===== config.mk =====
export PLATFORM = sky130hd
export DESIGN_NAME = dacc_xlate
export DESIGN_NICKNAME = d
export VERILOG_FILES = /design/src/rtl/dacc_xlate.sv
export SDC_FILE = /design/constraint.sdc
export NUM_CORES = 1
export LEC_CHECK = 0
export BUFFER_PORTS_ARGS = -buffer_cell sky130_fd_sc_hd__buf_4
export CAP_MARGIN = 15
export CORE_AREA = 2 2 217 219
export CTS_BUF_LIST = sky130_fd_sc_hd__clkbuf_8
export CTS_CLUSTER_SIZE = 30
export DETAILED_ROUTE_END_ITERATION = 16
export DIE_AREA = 0 0 219 221
export GPL_ROUTABILITY_DRIVEN = 0
export PLACE_DENSITY = 0.64
export SLEW_MARGIN = 40
export SYNTH_ARGS = -nofsm -noshare
export SYNTH_HDL_FRONTEND = slang
export SYNTH_SLANG_ARGS = --single-unit

===== constraint.sdc =====
create_clock -name clk -period 1.72 [get_ports clk]
set_input_delay 0.086 -clock clk [delete_from_list [all_inputs] [get_ports clk]]
set_output_delay 0.086 -clock clk [all_outputs]
set_load 0.005 [all_outputs]

===== src/rtl/dacc_xlate.sv =====
module dacc_xlate #(
  parameter int VA_W     = 64,
  parameter int VA_IMPL  = 43,
  parameter int PG_SHIFT = 13,
  parameter int PFN_W    = 32,
  parameter int PA_IMPL  = 44,
  parameter int ASN_W    = 8,
  parameter int CNT_W    = 16
) (
  input  logic                        clk,
  input  logic                        rst_n,
  input  logic                        req_valid,
  input  logic [VA_W-1:0]             req_va,
  input  logic [1:0]                  req_size,
  input  logic                        req_wr,
  input  logic                        req_phys,
  input  logic                        req_alt,
  input  logic                        req_ptefetch,
  input  logic                        req_nofault,
  input  logic                        pc_priv,
  input  logic [1:0]                  cur_mode,
  input  logic [1:0]                  alt_mode,
  input  logic [ASN_W-1:0]            asn,
  input  logic [VA_W-1:0]             ptbr,
  input  logic [5:0]                  inst_op,
  input  logic [4:0]                  inst_ra,
  output logic [VA_IMPL-PG_SHIFT-1:0] lk_vpn,
  output logic [ASN_W-1:0]            lk_asn,
  input  logic                        lk_hit,
  input  logic [PFN_W-1:0]            lk_pfn,
  input  logic [3:0]                  lk_rd_en,
  input  logic [3:0]                  lk_wr_en,
  input  logic                        lk_for,
  input  logic                        lk_fow,
  output logic                        rsp_valid,
  output logic [VA_W-1:0]             rsp_pa,
  output logic [2:0]                  rsp_fault,
  output logic [VA_W-1:0]             fault_va,
  output logic [16:0]                 mm_stat,
  output logic [VA_W-1:0]             va_form,
  output logic [CNT_W-1:0]            cnt_rd_hit,
  output logic [CNT_W-1:0]            cnt_rd_miss,
  output logic [CNT_W-1:0]            cnt_rd_acv,
  output logic [CNT_W-1:0]            cnt_wr_hit,
  output logic [CNT_W-1:0]            cnt_wr_miss,
  output logic [CNT_W-1:0]            cnt_wr_acv
);
  localparam int SP_HI = 47;
  localparam int SP_LO = 41;
  localparam logic [SP_HI-SP_LO:0] SP_TAG = 7'h7E;
  localparam logic [2:0] F_NONE = 3'd0, F_ALIGN = 3'd1, F_ACV = 3'd2, F_FON = 3'd3,
                         F_MISS = 3'd4, F_PMISS = 3'd5, F_MCHK = 3'd6;
  localparam int B_WR = 0, B_ACV = 1, B_FOR = 2, B_FOW = 3, B_MISS = 4, B_BAD = 5;

  logic [2:0]      amask;
  logic            misalign, canon, superpg;
  logic [1:0]      eff_mode;
  logic [VA_W-1:0] sp_pa, tlb_pa, npa;
  logic [2:0]      nf;
  logic [5:0]      fl;
  logic            ev_hit, ev_miss, ev_acv, rec;

  assign amask    = 3'((4'd1 << req_size) - 4'd1);
  assign misalign = |(req_va[2:0] & amask);
  assign eff_mode = pc_priv ? (req_alt ? alt_mode : 2'd0) : cur_mode;
  assign canon    = (&req_va[VA_W-1:VA_IMPL-1]) | ~(|req_va[VA_W-1:VA_IMPL-1]);
  assign superpg  = req_va[SP_HI:SP_LO] == SP_TAG;
  assign sp_pa    = {{(VA_W-PA_IMPL){1'b0}}, {(PA_IMPL-SP_LO){req_va[SP_LO-1]}}, req_va[SP_LO-1:0]};
  assign tlb_pa   = (VA_W'(lk_pfn) << PG_SHIFT) | VA_W'(req_va[PG_SHIFT-1:0]);
  assign lk_vpn   = req_va[VA_IMPL-1:PG_SHIFT];
  assign lk_asn   = asn;

  always_comb begin
    nf = F_NONE; npa = '0; fl = '0;
    ev_hit = 1'b0; ev_miss = 1'b0; ev_acv = 1'b0;
    if (misalign) begin
      nf = F_ALIGN;
    end else if (req_phys) begin
      npa = req_va;
    end else if (!canon) begin
      nf = F_ACV; ev_acv = 1'b1;
      fl[B_BAD] = 1'b1; fl[B_ACV] = 1'b1; fl[B_WR] = req_wr;
    end else if (superpg) begin
      if (cur_mode != 2'd0) begin
        nf = F_ACV; ev_acv = 1'b1;
        fl[B_ACV] = 1'b1; fl[B_WR] = req_wr;
      end else begin
        npa = sp_pa; ev_hit = 1'b1;
      end
    end else if (!lk_hit) begin
      nf = req_ptefetch ? F_PMISS : F_MISS; ev_miss = 1'b1;
      fl[B_MISS] = 1'b1; fl[B_WR] = req_wr;
    end else begin
      npa = tlb_pa;
      if (req_wr) begin
        fl[B_WR] = 1'b1;
        if (!lk_wr_en[eff_mode]) begin
          nf = F_ACV; ev_acv = 1'b1; fl[B_ACV] = 1'b1; fl[B_FOW] = lk_fow;
        end else if (lk_fow) begin
          nf = F_FON; ev_acv = 1'b1; fl[B_FOW] = 1'b1;
        end else ev_hit = 1'b1;
      end else begin
        if (!lk_rd_en[eff_mode]) begin
          nf = F_ACV; ev_acv = 1'b1; fl[B_ACV] = 1'b1; fl[B_FOR] = lk_for;
        end else if (lk_for) begin
          nf = F_FON; ev_acv = 1'b1; fl[B_FOR] = 1'b1;
        end else ev_hit = 1'b1;
      end
    end
    if (nf == F_NONE && |npa[VA_W-1:PA_IMPL]) nf = F_MCHK;
  end

  assign rec = req_valid && !req_ptefetch && !req_nofault &&
               (nf == F_ACV || nf == F_FON || nf == F_MISS || nf == F_PMISS);

  always_ff @(posedge clk or negedge rst_n) begin
    if (!rst_n) begin
      rsp_valid <= 1'b0; rsp_pa <= '0; rsp_fault <= F_NONE;
      fault_va <= '0; mm_stat <= '0; va_form <= '0;
      cnt_rd_hit <= '0; cnt_rd_miss <= '0; cnt_rd_acv <= '0;
      cnt_wr_hit <= '0; cnt_wr_miss <= '0; cnt_wr_acv <= '0;
    end else begin
      rsp_valid <= req_valid;
      if (req_valid) begin
        rsp_pa    <= npa;
        rsp_fault <= nf;
        if (req_wr) begin
          cnt_wr_hit  <= cnt_wr_hit  + CNT_W'(ev_hit);
          cnt_wr_miss <= cnt_wr_miss + CNT_W'(ev_miss);
          cnt_wr_acv  <= cnt_wr_acv  + CNT_W'(ev_acv);
        end else begin
          cnt_rd_hit  <= cnt_rd_hit  + CNT_W'(ev_hit);
          cnt_rd_miss <= cnt_rd_miss + CNT_W'(ev_miss);
          cnt_rd_acv  <= cnt_rd_acv  + CNT_W'(ev_acv);
        end
      end
      if (rec) begin
        fault_va <= req_va;
        mm_stat  <= {inst_op, inst_ra, fl};
        va_form  <= ptbr | (VA_W'(req_va[VA_IMPL-1:PG_SHIFT]) << 3);
      end
    end
  end

  AST_RSP_PAIRS:   assert property (@(posedge clk) disable iff (!rst_n) req_valid |=> rsp_valid);
  AST_RSP_IDLE:    assert property (@(posedge clk) disable iff (!rst_n) !req_valid |=> !rsp_valid);
  AST_ALIGN_FIRST: assert property (@(posedge clk) disable iff (!rst_n)
                     req_valid && req_va[0] && req_size != 2'd0 |=> rsp_fault == F_ALIGN && $stable(mm_stat) && $stable(cnt_rd_acv) && $stable(cnt_wr_acv));
  AST_PMISS_SRC:   assert property (@(posedge clk) disable iff (!rst_n)
                     rsp_valid && rsp_fault == F_PMISS |-> $past(req_ptefetch));
  AST_PTE_QUIET:   assert property (@(posedge clk) disable iff (!rst_n)
                     req_valid && req_ptefetch |=> $stable(mm_stat) && $stable(fault_va) && $stable(va_form));
  AST_PA_IMPL:     assert property (@(posedge clk) disable iff (!rst_n)
                     rsp_valid && rsp_fault == F_NONE |-> rsp_pa[VA_W-1:PA_IMPL] == '0);
  AST_MISS_CNT:    assert property (@(posedge clk) disable iff (!rst_n)
                     cnt_rd_miss != $past(cnt_rd_miss) || cnt_wr_miss != $past(cnt_wr_miss) |-> rsp_valid && (rsp_fault == F_MISS || rsp_fault == F_PMISS));
endmodule


Yosys cells after proc, flatten, opt, wreduce, memory -nomap -nowiden

Index checks and enable logic that the tools add are counted.

$add $sub $neg: 7
Order comparisons: 1
Equality and inequality tests: 5
Shifts and indexed selects: 1
Muxes and demuxes: 70
Bitwise gates (word level): 6
Reductions and logical operators: 17

Operators with widths:

| cell                                                       | count |
|---|---|
| 2-to-1 mux 64 bit                                          | 4 |
| adder 16 x 1 -> 16 bit                                     | 6 |
| OR 64 x 33 -> 64 bit                                       | 1 |
| 2-to-1 mux 45 bit                                          | 1 |
| OR 45 x 13 -> 45 bit                                       | 1 |
| 2-to-1 mux 44 bit                                          | 1 |
| 2-to-1 mux 1 bit                                           | 40 |
| 2-to-1 mux 3 bit                                           | 9 |
| 2-to-1 mux 2 bit                                           | 11 |
| AND reduction 22 bit                                       | 1 |
| OR reduction 22 bit                                        | 1 |
| OR reduction 20 bit                                        | 1 |
| 2-to-1 mux 6 bit                                           | 2 |
| == test 7 bit, second input constant                       | 1 |
| == test 3 x 2 -> 1 bit, second input constant              | 2 |
| == test 3 bit, second input constant                       | 2 |
| binary-select mux 1 bit (select 2 bit)                     | 2 |
| logical AND 1 bit                                          | 4 |
| AND reduction 2 bit                                        | 2 |
| AND 3 bit                                                  | 1 |
| zero test 3 bit                                            | 1 |
| logical OR 1 bit                                           | 3 |
| less-than comparator 2 x 3 -> 1 bit, second input constant | 1 |
| OR reduction 3 bit                                         | 1 |
| 6 further kinds                                            | 8 |

Bits in registers: 309
Bits of input ports: 205
Output and inout bits: 347
Word-level logic and storage cells: 119

Logic depth before layout (Yosys ltp)

Depth in word-level cells: 19
Gate-level depth with buffers: 13
Depth with buffers taken out: 13

Worst setup path before layout

Ideal clock, no wire load.

Path type: input to register
Start: input req_va[44]
End: register cnt_rd_miss[12]
Setup time: 0.079 ns
Arrival: 2.438 ns
Data required time: 1.641 ns
Path slack: -0.797 ns
Cell stages on the path: 12
Path buffers: 2
Cell sequence: nor4_1 nand3_1 o2bb2a_4 buf_6 nor4_1 ha_1 ha_1 nand2_1 or2_2 clkbuf_1 nor2_1 xor2_1

Cells in the longest elaborated chain, start to end: 7
Elaborated cells on any way between the ends: 10
Classes of those cells: 1 x add/sub; 1 x eq/ne; 4 x mux; 2 x bitwise; 2 x reduce/logical

RTL lines:

| item                       | RTL line | text |
|---|---|---|
| start, declared            | 13       | `input logic [VA_W-1:0] req_va,` |
| OR reduction 22 bit        | 66       | `assign canon = (&req_va[VA_W-1:VA_IMPL-1]) \| ~(\|req_va[VA_W-1:VA_IMPL-1]);` |
| NOT 1 bit                  | 66       |  |
| OR 1 bit                   | 66       |  |
| 2-to-1 mux 1 bit (*)       | 80       | `end else if (!canon) begin` |
| 2-to-1 mux 1 bit (*)       | 78       | `end else if (req_phys) begin` |
| 2-to-1 mux 1 bit (*)       | 76       | `if (misalign) begin` |
| adder 16 x 1 -> 16 bit (*) | 133      | `cnt_rd_miss <= cnt_rd_miss + CNT_W'(ev_miss);` |
| end signal, assigned       | 133      |  |
| end, declared              | 42       | `output logic [CNT_W-1:0] cnt_rd_miss,` |

Every way passes the cells marked *; elsewhere a longest branch is shown, timed or not.
A chain may end at the register's enable or synchronous reset.

Worst setup path in the final report

Start: input cur_mode[1]
End: register cnt_wr_acv[11]

Cells in the longest elaborated chain, start to end: 11
Elaborated cells on any way between the ends: 16
Classes of those cells: 1 x add/sub; 14 x mux; 1 x reduce/logical

RTL lines:

| item                                                      | RTL line | text |
|---|---|---|
| start, declared                                           | 21       | `input logic [1:0] cur_mode,` |
| 2-to-1 mux 2 bit                                          | 65       | `assign eff_mode = pc_priv ? (req_alt ? alt_mode : 2'd0) : cur_mode;` |
| binary-select mux 1 bit (select 2 bit) (on tied branches) | 103, 97  |  |
| 2-to-1 mux 1 bit (on tied branches) (2 in series)         | 103, 97  |  |
| 2-to-1 mux 1 bit                                          | 95       | `if (req_wr) begin` |
| 2-to-1 mux 1 bit                                          | 90       | `end else if (!lk_hit) begin` |
| 2-to-1 mux 1 bit (*)                                      | 83       | `end else if (superpg) begin` |
| 2-to-1 mux 1 bit (*)                                      | 80       |  |
| 2-to-1 mux 1 bit (*)                                      | 78       |  |
| 2-to-1 mux 1 bit (*)                                      | 76       |  |
| adder 16 x 1 -> 16 bit (*)                                | 130      | `cnt_wr_acv <= cnt_wr_acv + CNT_W'(ev_acv);` |
| end signal, assigned                                      | 130      |  |
| end, declared                                             | 46       | `output logic [CNT_W-1:0] cnt_wr_acv` |

Every way passes the cells marked *; elsewhere a longest branch is shown, timed or not. The select of a mux whose other input is x is not followed.

==> reports/summary.txt <==
run status -> complete, but fails checks
violated checks -> negative setup slack
fin util -> 50.1%
Residual DRC -> 0
initial DRC count -> 546
layout cell share with drive strength beyond 1 -> 50.6%
Syn Inst Count -> 1041
Synth Area in Compound Gates -> 7.59%
Ports -> 552
first-pass GRT wire length -> 75.9 mm
TritonRoute pass-1 iters -> 5
post-DR wirelength/cell -> 19.9 µm
CTS tree -> yes
worst endpoint required time -> 2220 ps
Most used DFF post-synth -> dfrtp_1
max-slew violation count -> 0
critical path class -> in2reg
Area Growth Syn to Fin -> 73.0%
Rows -> 79
Seq. cell area -> 0.00773 mm²
Vias/cell -> 4.70
multi-input logic area -> 0.00602 mm²
fmax -> 0.494 GHz
RSZ-0062 raised after global routing -> true
Die Height -> 221 µm
Congestion Overflow GR -> 0
Die X -> 219 µm
GRT Resource Usage Total -> 20.3%
PortBufs -> 535
Max Buffers Root-to-Sink -> 3
mux cell area share after synthesis -> 14.2%
Max rail drop VDD -> 0.624 mV
Hold Crit Class -> in2reg
Worst Hold Slack -> 34.3 ps
share of synthesized flip-flops with an asynchronous set or reset -> 100%
Cell Pwr Density -> 906 mW/mm²
routed wire length -> 50.2 mm
worst path arrival time -> 2530 ps
Die Area -> 0.0484 mm²
Routed Antenna Nets -> 0
Area after DPL -> 0.0194 mm²
Worst Tran Pin Value -> 624 ps
combinational family with the most area after synthesis -> multiplexers
final setup violation count -> 48
net count after synthesis -> 1260
post-synth cell types -> 48
syn_area_per_cell -> 12.8 µm²
Worst Setup Start Kind -> input pin
pin count of the biggest net entering global routing -> 58
final worst slack -> -303 ps
Design Area, Final -> 0.0231 mm²
Final Cycle Share -> 118%
initial antenna violation count -> 3
worst clock skew -> 8.10 ps
Initial Utilization -> 29.0%
pre-CTS WS -> -1020 ps
Seq/Total Area, Yosys -> 58.0%
Final nets -> 2095
fillers -> 3924
Clock transition at path regs -> 60 ps
CTS Buf Count -> 53
min Tclk post-route -> 2020 ps
leakage -> 0.0112 µW
max-cap violations -> 0
H-Tree Depth -> 2
vias -> 11900
Post-DP HPWL -> 35.5 mm
Post-Synth XOR/XNOR Area -> 5.51%
total core area -> 0.0461 mm²
maximum fanout along the worst path -> 4
post-synthesis cell area -> 0.0133 mm²
final number of hold-violating endpoints -> 0
clock sink count -> 309
post-synthesis simple-gate area fraction -> 8.38%
CP Capture Type -> register
Worst-Skew Late Latency -> 620 ps
EDFF count, synth -> 0
Yosys warning count -> 0
Post-Synth Adder-Cell Area -> 1.31%
vias in the first global route -> 12900
root buf cell -> clkbuf_8
Yosys reg bits -> 309
max_slew headroom -> 58.3%
## timing repair
| item | in CTS | in global routing |
|---|---|---|
| endpoints found under the hold margin | 520 | 0 |
| hold buffers | 196 | 0 |
| endpoints found under the setup margin | 116 | 183 |
| resized for setup | 41 | 49 |
| setup buffers | 9 | 6 |
| pin swaps | 30 | 30 |
## synthesized netlist by cell type, types with 2 or more instances
master / n / area, µm²
dfrtp_1: 309 / 7730
mux2_2: 98 / 1100
nor2_1: 67 / 251
xnor2_1: 60 / 526
nand2_1: 45 / 169
inv_1: 44 / 165
buf_4: 41 / 308
mux2i_1: 35 / 350
a22oi_1: 33 / 248
a22o_1: 32 / 280
nand4_1: 32 / 200
o2bb2ai_1: 32 / 280
mux2_4: 28 / 420
nand3_1: 28 / 140
xor2_1: 24 / 210
clkbuf_1: 23 / 86.3
ha_1: 14 / 175
and3_1: 12 / 75.1
buf_2: 9 / 45.0
nor3_1: 9 / 45.0
nor4_1: 9 / 56.3
buf_6: 6 / 67.6
nor2b_1: 6 / 37.5
and4_1: 5 / 43.8
nand2b_1: 4 / 25.0
o21ai_0: 4 / 20.0
a21o_1: 3 / 22.5
a21oi_1: 3 / 15.0
and2_1: 3 / 18.8
o221ai_1: 3 / 26.3
a211o_1: 2 / 17.5
or2_2: 2 / 12.5
## per-layer routing
metal  track usage, %  share of wire, %  vias up  wire (µm)
met1             23.8                39     5955      19500
li1                 -                 -     5335          -
met5                0                 0        -          0
met4             9.18               4.6        0       2340
met3             4.95               6.4      110       3230
met2             35.0                50      477      25100
## final timing paths
kind	from	end	slack, ps	cells after the start
max	cur_mode[1]	cnt_wr_acv[11]$_DFFE_PN0P_	-300	16
min	lk_pfn[28]	rsp_pa[41]$_DFFE_PN0P_	30	5
max reg2reg	cnt_wr_hit[3]$_DFFE_PN0P_	cnt_wr_hit[13]$_DFFE_PN0P_	10	7
min reg2reg	cnt_wr_hit[15]$_DFFE_PN0P_	cnt_wr_hit[15]$_DFFE_PN0P_	470	1
max in group asynchronous	rst_n	cnt_rd_miss[13]$_DFFE_PN0P_	440	4
min in group asynchronous	rst_n	cnt_rd_hit[11]$_DFFE_PN0P_	540	3
## final cells by class
type                       instances  share of cell area (%)
clock buffer                      63                    3.76
inverter                          44                   0.716
sequential                       309                    33.5
tap                              607                    3.29
antenna                            3                  0.0325
timing repair buffer             859                    31.5
clock inverter                    34                    1.12
multi-input combinational        609                    26.1
## power breakdown
group	switching [µW]	leakage, µW	internal (µW)
combinational	1790	0.00663	3110
clock	3140	0.000637	3930
sequential	706	0.00395	8250
total	5630	0.0112	15300
## state kept, by name, summed over array words and instances, names as in the netlist
signal	flops
cnt_wr_miss	16
cnt_rd_miss	16
rsp_fault	3
cnt_rd_acv	16
cnt_rd_hit	16
mm_stat	17
fault_va	64
cnt_wr_hit	16
rsp_valid	1
cnt_wr_acv	16
va_form	64
rsp_pa	64
## through the flow
stage,instances,setup TNS (ps),total power (µW)
after global placement,2220,-179220,13400
after floorplan,1041,-61610,10600
after CTS,2521,-5000,21100
final,2528,-7580,20900
after global routing,2526,-12310,21900
after detailed placement,2220,-190430,13500
## placed cells by master (no fill, tap or decap), types with 23 or more instances in the layout
cell / count
mux2_4: 117
nand2_1: 33
a22o_1: 32
nor2_1: 50
xnor2_1: 56
mux2i_1: 31
nand4_1: 32
a22oi_1: 33
dlygate4sd3_1: 195
o2bb2ai_1: 32
xor2_1: 23
clkbuf_8: 63
buf_4: 625
inv_1: 60
dfrtp_1: 309
## cells by family after synthesis
| logic type | Yosys count |
|---|---|
| fa+ha+maj | 14 |
| xor+xnor | 84 |
| compound gates | 122 |
| simple gates | 227 |
| mux | 162 |
| buf+inv | 123 |
| flops | 309 |
## worst max-delay path, cell delays in order
cell and delay (ps):
buf_8 100, nor2b_4 120, a31oi_4 220, buf_12 170, mux2i_4 240, o221ai_2 140
a21o_1 210, a21oi_2 150, buf_6 150, ha_4 150, and4_4 230, buf_6 100
nand3_1 100, nor2_1 160, nand2_1 80, xnor2_1 130
No activity file was read; power rests on OpenSTA's default activity.
